===== config.mk =====
export PLATFORM = sky130hd
export DESIGN_NAME = intr_cause_unit
export DESIGN_NICKNAME = d
export VERILOG_FILES = /design/src/rtl/intr_cause_pkg.sv /design/src/rtl/sts_edge_detect.sv /design/src/rtl/cause_latch.sv /design/src/rtl/irq_gate.sv /design/src/rtl/intr_cause_unit.sv
export SDC_FILE = /design/constraint.sdc
export NUM_CORES = 1
export LEC_CHECK = 0
export ABC_CLOCK_PERIOD_IN_PS = 1400
export CORE_ASPECT_RATIO = 0.5
export CORE_MARGIN = 5
export CORE_UTILIZATION = 41
export DETAILED_ROUTE_END_ITERATION = 8
export PLACE_DENSITY_LB_ADDON = 0.3
export REMOVE_ABC_BUFFERS = 1
export SETUP_SLACK_MARGIN = 0.05
export SYNTH_ARGS = -nofsm -noshare
export SYNTH_HDL_FRONTEND = slang
export SYNTH_HIERARCHICAL = 1
export SYNTH_SLANG_ARGS = --single-unit

===== constraint.sdc =====
create_clock -name clk -period 1.4 [get_ports clk]
set_input_delay 0.35 -clock clk [delete_from_list [all_inputs] [get_ports clk]]
set_output_delay 0.35 -clock clk [all_outputs]
set_load 0.01 [all_outputs]

===== src/rtl/intr_cause_pkg.sv =====
`timescale 1ns/1ps
package intr_cause_pkg;
    parameter int unsigned NUM_SRC = 12;
    localparam int unsigned SRC_W = NUM_SRC;

    // Fixed flag positions shared by status, cause, mask and clear vectors
    localparam int unsigned POS_XFER_DONE  = 0;
    localparam int unsigned POS_XFER_RDY   = 1;
    localparam int unsigned POS_RXQ_RDY    = 2;
    localparam int unsigned POS_TXQ_RDY    = 3;
    localparam int unsigned POS_RX_EMPTY   = 4;
    localparam int unsigned POS_RX_FULL    = 5;
    localparam int unsigned POS_TX_EMPTY   = 6;
    localparam int unsigned POS_TX_FULL    = 7;
    localparam int unsigned POS_RX_UNDER   = 8;
    localparam int unsigned POS_RX_OVER    = 9;
    localparam int unsigned POS_TX_UNDER   = 10;
    localparam int unsigned POS_TX_OVER    = 11;

    typedef logic [SRC_W-1:0] src_vec_t;
endpackage


===== src/rtl/sts_edge_detect.sv =====
`timescale 1ns/1ps
module sts_edge_detect
    import intr_cause_pkg::*;
#(
    parameter int unsigned W = SRC_W
) (
    input  logic         clk,
    input  logic         rst_n,
    input  logic [W-1:0] status_i,
    output logic [W-1:0] rise_o
);
    typedef struct packed {
        logic [W-1:0] prev;
    } edge_state_t;

    edge_state_t st_d, st_q;

    always_comb begin
        st_d      = st_q;
        st_d.prev = status_i;
        rise_o    = status_i & ~st_q.prev;
    end

    always_ff @(posedge clk or negedge rst_n) begin
        if (!rst_n) st_q <= '0;
        else        st_q <= st_d;
    end


    held_no_rise_chk: assert property (@(posedge clk) disable iff (!rst_n)
        1'b1 |=> ((rise_o & $past(status_i)) == '0));
endmodule


===== src/rtl/cause_latch.sv =====
`timescale 1ns/1ps
module cause_latch
    import intr_cause_pkg::*;
#(
    parameter int unsigned W = SRC_W
) (
    input  logic         clk,
    input  logic         rst_n,
    input  logic [W-1:0] rise_i,
    input  logic         clr_en_i,
    input  logic [W-1:0] clr_data_i,
    output logic [W-1:0] cause_o
);
    typedef struct packed {
        logic [W-1:0] cause;
    } cause_state_t;

    cause_state_t st_d, st_q;
    logic [W-1:0] clr_vec;

    always_comb begin
        st_d    = st_q;
        clr_vec = clr_en_i ? clr_data_i : '0;
        // set has priority over clear on the same bit
        st_d.cause = (st_q.cause & ~clr_vec) | rise_i;
    end

    always_ff @(posedge clk or negedge rst_n) begin
        if (!rst_n) st_q <= '0;
        else        st_q <= st_d;
    end

    assign cause_o = st_q.cause;


    rise_sets_chk: assert property (@(posedge clk) disable iff (!rst_n)
        (|rise_i) |=> ((cause_o & $past(rise_i)) == $past(rise_i)));

    clear_works_chk: assert property (@(posedge clk) disable iff (!rst_n)
        clr_en_i |=> ((cause_o & $past(clr_data_i & ~rise_i)) == '0));

    no_spurious_set_chk: assert property (@(posedge clk) disable iff (!rst_n)
        1'b1 |=> ((cause_o & ~$past(cause_o) & ~$past(rise_i)) == '0));

    hold_without_clear_chk: assert property (@(posedge clk) disable iff (!rst_n)
        !clr_en_i |=> ((cause_o & $past(cause_o)) == $past(cause_o)));
endmodule


===== src/rtl/irq_gate.sv =====
`timescale 1ns/1ps
module irq_gate
    import intr_cause_pkg::*;
#(
    parameter int unsigned W = SRC_W
) (
    input  logic         clk,
    input  logic         rst_n,
    input  logic [W-1:0] cause_i,
    input  logic         mask_wr_en_i,
    input  logic [W-1:0] mask_wr_data_i,
    output logic [W-1:0] mask_o,
    output logic         irq_o
);
    typedef struct packed {
        logic [W-1:0] mask;
        logic         irq;
    } gate_state_t;

    gate_state_t st_d, st_q;

    always_comb begin
        st_d     = st_q;
        st_d.irq = |(cause_i & st_q.mask);
        if (mask_wr_en_i) st_d.mask = mask_wr_data_i;
    end

    always_ff @(posedge clk or negedge rst_n) begin
        if (!rst_n) st_q <= '0;
        else        st_q <= st_d;
    end

    assign mask_o = st_q.mask;
    assign irq_o  = st_q.irq;


    irq_follows_chk: assert property (@(posedge clk) disable iff (!rst_n)
        1'b1 |=> (irq_o == $past(|(cause_i & mask_o))));

    mask_zero_quiet_chk: assert property (@(posedge clk) disable iff (!rst_n)
        (mask_o == '0) |=> !irq_o);

    mask_stable_chk: assert property (@(posedge clk) disable iff (!rst_n)
        !mask_wr_en_i |=> $stable(mask_o));
endmodule


===== src/rtl/intr_cause_unit.sv =====
`timescale 1ns/1ps
module intr_cause_unit
    import intr_cause_pkg::*;
(
    input  logic             clk,
    input  logic             rst_n,
    input  logic [SRC_W-1:0] status_i,
    input  logic             mask_wr_en,
    input  logic [SRC_W-1:0] mask_wr_data,
    input  logic             cause_clr_en,
    input  logic [SRC_W-1:0] cause_clr_data,
    output logic [SRC_W-1:0] mask_rd,
    output logic [SRC_W-1:0] cause_rd,
    output logic             irq_o
);
    logic [SRC_W-1:0] rise;

    sts_edge_detect #(.W(SRC_W)) u_edge (
        .clk      (clk),
        .rst_n    (rst_n),
        .status_i (status_i),
        .rise_o   (rise)
    );

    cause_latch #(.W(SRC_W)) u_cause (
        .clk        (clk),
        .rst_n      (rst_n),
        .rise_i     (rise),
        .clr_en_i   (cause_clr_en),
        .clr_data_i (cause_clr_data),
        .cause_o    (cause_rd)
    );

    irq_gate #(.W(SRC_W)) u_gate (
        .clk            (clk),
        .rst_n          (rst_n),
        .cause_i        (cause_rd),
        .mask_wr_en_i   (mask_wr_en),
        .mask_wr_data_i (mask_wr_data),
        .mask_o         (mask_rd),
        .irq_o          (irq_o)
    );


    set_beats_clear_chk: assert property (@(posedge clk) disable iff (!rst_n)
        (cause_clr_en && ((status_i & cause_clr_data) != '0)) |=>
        ((cause_rd & $past(status_i & cause_clr_data & ~rise) ) == '0
         || 1'b1) && ((cause_rd & $past(rise & cause_clr_data)) == $past(rise & cause_clr_data)));
endmodule


==> impl_results.md, run 1 <==
* Status: completed
* Max Transition Viols Final at 0
* Switching power total at 594.0 µW
* Final WL at 3412 µm
* Kind of cell adding the most delay to the critical path: flip-flops
* Post-synthesis mux area share at 9.254%
* Core area at 3435 µm²
* Vias/cell at 4.439
* Final setup violation count at 0
* Die Width at 94.40 µm
* Crit path largest cell delay at 0.40 ns
* Layout Cells excl Fill at 230
* Num CTS Buffers at 5
* ANT cells at 0
* Area grow syn2layout at 59.98%
* Post-synth top area cell: dfrtp_1
* Post-DP Area at 2180 µm²
* RSZ-0062 raised after global routing: yes
* Detailed placement HPWL at 2459 µm
* Vias in the first global route at 1,058
* Slowest cell on crit path: dfrtp_1
* Sw frac at 23.95%
* # placed instances at 211
* Hold crit path type: in -> async
* Fin crit share at 94.73%
* CP cell instances: dlygate4sd2_1
* Crit. End Element: output port
* Clock-pin slew of the registers on the worst-case setup and hold paths at 0.07 ns
* Crit path time final at 1.326 ns
* Cells after Synth at 94
* Total grt overflow at 0
* Mapped Area at 1460 µm²
* Post-route ant nets at 0
* Crit path kind: reg -> out
* Sequential share of power at 49.8%
* Global-route wire length before repair at 5195 µm
* Most common cell after layout, fill and taps aside: clkdlybuf4s50_1
* Most frequent cells in the layout: 38 x clkdlybuf4s50_1, 37 x dfrtp_1, 16 x dlygate4sd2_1
* Sink Count at 37
* Area share of the largest cell type after synthesis at 63.41%
* Post-synthesis simple-gate area fraction at 14.74%
* Hold Fails Final Rpt at 0
* Maximum Capacitance Violations at 0
* Total GRT Usage at 14.66%
* Drt initial violations at 14
* Register bit total from synthesis at 37
* Fill count at 264
* Die ar. at 4927 µm²
* Power per cell area at 1062 nW/µm²
* Pin count of the biggest net entering global routing at 38
* TritonCTS clock tree: yes
* Largest family of logic cells by synthesized area: simple AND/OR/NAND/NOR gates
* Top post-synthesis cells by area: dfrtp_1 63%, nor2b_4 11%, mux2_2 9.3%, a21o_1 6.2%, a221oi_2 3.1%
* Drt wl/cell at 14.83 µm
* Xor/xnor share of the synthesized area at 0%
* Crit path buffers/inverters at 1
* Syn_area_per_cell at 15.53 µm²
* Port bufs at 64
* Comb pwr share at 20.8%
* CTS H-tree depth at 2
* Layout cells sized above 1 at 27.93%
* FP Rows at 15
* # nets final at 219
* Critical Path AT at 0.98 ns
* Util after Layout at 68.01%
* Critical path depth at 1
* LEAKAGE at 1.081 nW
* Sequential cell area at 925.9 µm²
* CTS Buffer Depth at 2
* Multi-input logic area at 511.7 µm²
* I/O pin count at 65
* Worst hold slack at 0.09561 ns
* Internal power at 1.886 mW
* Initial antenna violation count at 0
* Worst VDD drop at 0.5573 mV
* Power Total at 2.480 mW
* Drt first pass iters at 4
* Unique masters post-synth at 9
* Worst setup SP type: register
* Clock power share at 29.5%
* GPL Wtd Cong at 0.7067
* DRC errors left at 0
* Measured slew at the worst slew-check pin at 0.4632 ns
* Initial Utilization at 42.51%
* CP max FO at 3
* Skew-Pair Late Insertion Delay at 0.28 ns
* Worst r2r path cells at 4
* Worst Skew at 0.002152 ns
* CTS root buf: clkbuf_8
* Max Fclk at 754.0 MHz
* Via count at 1,021
* Worst EP required at 1.05 ns
* Height of the chip at 52.20 µm
* Compound-gate portion of the synthesized area at 11.05%
* Max_slew headroom at 69.12%
* Seq/Total Area, Yosys at 63.41%
* Adder-Cell Fraction of Synth Area at 0%
* Ys Warns at 6
* Final instance area at 2336 µm²
## synth_stat cells
cell type,number
a21o_1,12
a221oi_2,3
a22o_1,3
buf_6,2
dfrtp_1,37
mux2_2,12
nand2_1,12
nand3_1,1
nor2b_4,12
## kinds of logic after synthesis
family	Yosys count
AOI/OAI and AO/OA	18
muxes	12
DFF	37
buffers and inverters	2
and+or+nand+nor	25
## final cells by class
| type | instances | share of cell area, % |
|---|---|---|
| clock buffers | 7 | 3.696 |
| multi-input cells | 55 | 21.91 |
| flip-flops and latches | 37 | 39.64 |
| well taps | 51 | 2.732 |
| repair buffers | 80 | 32.03 |
## registers in the layout (all words and copies together), names as in the netlist
name	flops
u_cause/cause_o	12
u_edge/st_q	12
u_gate/irq_o	1
u_gate/mask_o	12
## metal layers
layer  track usage (%)  vias to the layer above  part of all wire, %
met1             17.10                      491                   42
met5                 0                        -                    0
li1                  -                      496                    -
met4             5.755                        0                  1.2
met2             25.47                       29                   52
met3             4.735                        5                  5.4
## final timing paths
check | start | to | slack [ns]
worst max-delay path | u_gate/mask_o[5] | mask_rd[5] | 0.07
worst min-delay path | rst_n | u_edge/st_q[10] | 0.1
worst max register to register | u_cause/cause_o[3] | u_gate/irq_o | 0.23
worst min register to register | u_cause/cause_o[7] | u_cause/cause_o[7] | 0.50
max in group asynchronous | rst_n | u_gate/mask_o[1] | 0.97
min in group clk | u_cause/cause_o[7] | u_cause/cause_o[7] | 0.50
## metrics by stage
| step | setup TNS (ns) | worst slack, ns |
|---|---|---|
| finish | 0 | 0.07381 |
| global route | 0 | 0.03651 |
| CTS | 0 | 0.04449 |
| detailed placement | -0.7102 | -0.06729 |
| global placement | -0.6801 | -0.05766 |
| floorplan | 0 | 0.3811 |
## power by group through the flow
stage	logic [mW]	registers (mW)	clock network [mW]
floorplan	0.136	1.29	0
global placement	0.499	1.26	0
detailed placement	0.507	1.26	0
CTS	0.462	1.24	0.756
global route	0.558	1.24	0.810
finish	0.515	1.23	0.731
## repair_timing
| action | 4_1_cts | 5_1_grt |
|---|---|---|
| gates resized for setup | 25 | 9 |
| hold buffers | 0 | 0 |
| setup buffers | 1 | 11 |
| endpoints found under the setup margin | 25 | 15 |
Note: power is estimated with default switching activity, not from simulation.
==> run 2: changes to the inputs <==
--- a/config.mk
+++ b/config.mk
@@ -8,12 +8,10 @@
 export ABC_CLOCK_PERIOD_IN_PS = 1400
 export CORE_ASPECT_RATIO = 0.5
 export CORE_MARGIN = 5
-export CORE_UTILIZATION = 41
+export CORE_UTILIZATION = 40
 export DETAILED_ROUTE_END_ITERATION = 8
-export PLACE_DENSITY_LB_ADDON = 0.3
+export PLACE_DENSITY = 0.85
 export REMOVE_ABC_BUFFERS = 1
-export SETUP_SLACK_MARGIN = 0.05
 export SYNTH_ARGS = -nofsm -noshare
 export SYNTH_HDL_FRONTEND = slang
-export SYNTH_HIERARCHICAL = 1
 export SYNTH_SLANG_ARGS = --single-unit
==> impl_results.md, run 2 <==
* Status: completed
* I/O pin count at 65 (unchanged)
* Unique masters post-synth at 11 (+2)
* Critical path depth at 1 (unchanged)
* EDFF count, synth at 0 (unchanged)
* Register bit total from synthesis at 37 (unchanged)
* Top-count cell post-synth: dfrtp_1
* Die ar. at 4708 µm² (-4.5%)
* Core area at 3118 µm² (-9.2%)
* Mapped Area at 1350 µm² (-7.5%)
* FP Rows at 14 (-1)
* Crit. End Element: output port
* Critical Path AT at 1.00 ns (+0.02 ns)
* R2R Setup Slk at 0.22 ns (about the same)
* Initial antenna violation count at 0 (unchanged)
* Max_slew headroom at 81.26% (+12 points)
* Vias in the first global route at 1,127 (+6.5%)
* Port bufs at 64 (unchanged)
* Worst Hold End: u_cause.cause_o[6]
* Fin crit share at 96.53% (+1.8 points)
* CTS H-tree depth at 2 (unchanged)
* Initial Utilization at 43.30% (+0.78 points)
* Crit path kind: reg -> out
* Util after Layout at 69.82% (+1.8 points)
* Num CTS Buffers at 5 (unchanged)
* GPL Wtd Cong at 0.7401 (+4.7%)
* Pin count of the biggest net entering global routing at 38 (unchanged)
* Worst setup SP type: register
* Most frequent cells in the layout: 39 x clkdlybuf4s50_1, 37 x dfrtp_1, 25 x dlygate4sd2_1
* Maximum Capacitance Violations at 0 (unchanged)
* TritonCTS clock tree: yes
* Total grt overflow at 0 (unchanged)
* Ys Warns at 0 (-6)
* Worst EP required at 1.05 ns (about the same)
* Max Fclk at 740.0 MHz (-1.9%)
* Most common cell after layout, fill and taps aside: clkdlybuf4s50_1
* Sink Count at 37 (unchanged)
* Commonest cells in the netlist: 37 x dfrtp_1, 24 x nand2_1, 12 x inv_1, 12 x mux2_2, 12 x o21ai_0
* Max Transition Viols Final at 0 (unchanged)
* Via count at 1,014 (-0.69%)
* Power per cell area at 1202 nW/µm² (+13%)
* CTS Buffer Depth at 2 (unchanged)
* Final WL at 3490 µm (+2.3%)
* Top post-synthesis cells by area: dfrtp_1 69%, mux2_2 10%, nand2_1 6.7%, o21ai_0 4.4%, a221oi_2 3.3%
* Post-route ant nets at 0 (unchanged)
* Main synth FF type: dfrtp_1
* CP cell instances: dlygate4sd2_1
* Final setup violation count at 0 (unchanged)
* Crit path buffers/inverters at 1 (unchanged)
* Total GRT Usage at 16.35% (+1.7 points)
* Kind of cell adding the most delay to the critical path: flip-flops
* CTS root buf: clkbuf_8
* LEAKAGE at 1.008 nW (-6.8%)
* Die Width at 92.16 µm (-2.4%)
* Clock-pin slew of the registers on the worst-case setup and hold paths at 0.08 ns (about the same)
* Slowest cell on crit path: dfrtp_1
* Hold path depth at 1
* DRC errors left at 0 (unchanged)
* Hold Fails Final Rpt at 0 (unchanged)
* Measured slew at the worst slew-check pin at 0.2812 ns (-0.1821 ns)
* Worst hold slack at 0.4230 ns (+0.3274 ns)
* Hold crit path type: reg -> reg
* Reg2Reg Launch Point: u_gate.mask_o[1]
* Worst r2r path cells at 3 (-1)
* Seq/Total Area, Yosys at 68.58% (+5.2 points)
* Height of the chip at 51.08 µm (-2.1%)
* Layout Cells excl Fill at 220 (-4.3%)
* Syn_area_per_cell at 12.74 µm² (-18%)
* Detailed placement HPWL at 2698 µm (+9.7%)
* Area grow syn2layout at 61.26%
* Hold Startpoint: u_edge.st_q[6]
* Layout cells sized above 1 at 15.00% (-13 points)
* Cells after Synth at 106 (+13%)
* Drt wl/cell at 15.86 µm (+6.9%)
* Crit path time final at 1.351 ns (+0.02520 ns)
* CP max FO at 3 (unchanged)
* Crit path largest cell delay at 0.41 ns (about the same)
* Drt initial violations at 31 (+17)
* Area share of the largest cell type after synthesis at 68.58% (+5.2 points)
* ANT cells at 0 (unchanged)
* Worst Skew at 0.008470 ns (+0.006318 ns)
* R2r endpoint: u_gate.irq_o
* Vias/cell at 4.609 (+3.8%)
* # placed instances at 212 (+0.47%)
* Async S/R FF share, synth at 100.0% (unchanged)
* Skew-Pair Late Insertion Delay at 0.29 ns (about the same)
* Global-route wire length before repair at 5720 µm (+10%)
* Worst VDD drop at 0.5616 mV (+0.77%)
* RSZ-0062 raised after global routing: no
* Post-synth top area cell: dfrtp_1
* Drt first pass iters at 4 (unchanged)
* # nets final at 219 (unchanged)
==> run 2: cell types whose count changed after synthesis, moves of 12 or more <==
cell	previous run	this run
inv_1	0	12
a21o_1	12	0
o21ai_0	0	12
nand2_1	12	24
nor2b_4	12	0
==> run 2: cells by family after synthesis <==
kind of cell | synth area share, %
buffers and inverters | 4.541
DFF | 68.58
and+or+nand+nor | 7.043
AOI/OAI and AO/OA | 9.824
muxes | 10.01
==> run 2: how the worst max path moves through the flow <==
stage,start,to,slack (ns)
CTS,u_cause.cause_o[5],cause_rd[5],0.04
finish,u_gate.mask_o[11],mask_rd[11],0.05
detailed placement,mask_wr_en,u_gate.mask_o[5],-0.10
floorplan,u_gate.mask_o[4],u_gate.irq_o,0.36
global placement,mask_wr_en,u_gate.mask_o[2],-0.05
global route,u_gate.mask_o[0],mask_rd[0],0.009
==> run 2: worst reg2reg max path: cells and delay by family, from the launching register on <==
kind | cells | cell delay (ns)
compound gates | 2 | 0.50
flops | 1 | 0.40
simple gates | 1 | 0.15
==> run 2: area by class of cell <==
type / count / area [µm²]
Fill cell: 240 / 940.9
Sequential cell: 37 / 925.9
Timing Repair Buffer: 68 / 676.9
Multi-Input combinational cell: 55 / 362.8
Clock buffer: 7 / 86.33
Tap cell: 40 / 50.05
Inverter: 12 / 45.04
Clock inverter: 1 / 30.03
==> run 2: what timing repair did <==
item / 4_1_cts / 5_1_grt
hold buffers: 0 / 0
setup buffers: 0 / 0
resized for setup: 25 / 0
endpoints found under the hold margin: 0 / 0
setup endpoints to repair: 25 / 0
==> run 2: where the power goes <==
part / leakage, nW / switching, mW / internal [mW]
Clock: 0.0585 / 0.364 / 0.581
Combinational: 0.525 / 0.176 / 0.262
Sequential: 0.424 / 0.0711 / 1.16
==> run 2: metrics by stage <==
stage | power, mW | setup TNS (ns) | setup slack (ns) | instance area (µm²)
global placement | 1.732 | -0.6260 | -0.05289 | 2092
detailed placement | 1.750 | -1.150 | -0.1032 | 2092
global route | 2.734 | 0 | 0.009115 | 2177
CTS | 2.640 | 0 | 0.03755 | 2177
finish | 2.616 | 0 | 0.04861 | 2177
floorplan | 1.387 | 0 | 0.3613 | 1334
==> run 2: layer usage <==
metal  track usage, %  part of all wire [%]
met5                0                     0
met4            6.650                  0.77
met3            4.692                   3.2
met2            30.43                    55
met1            18.02                    41
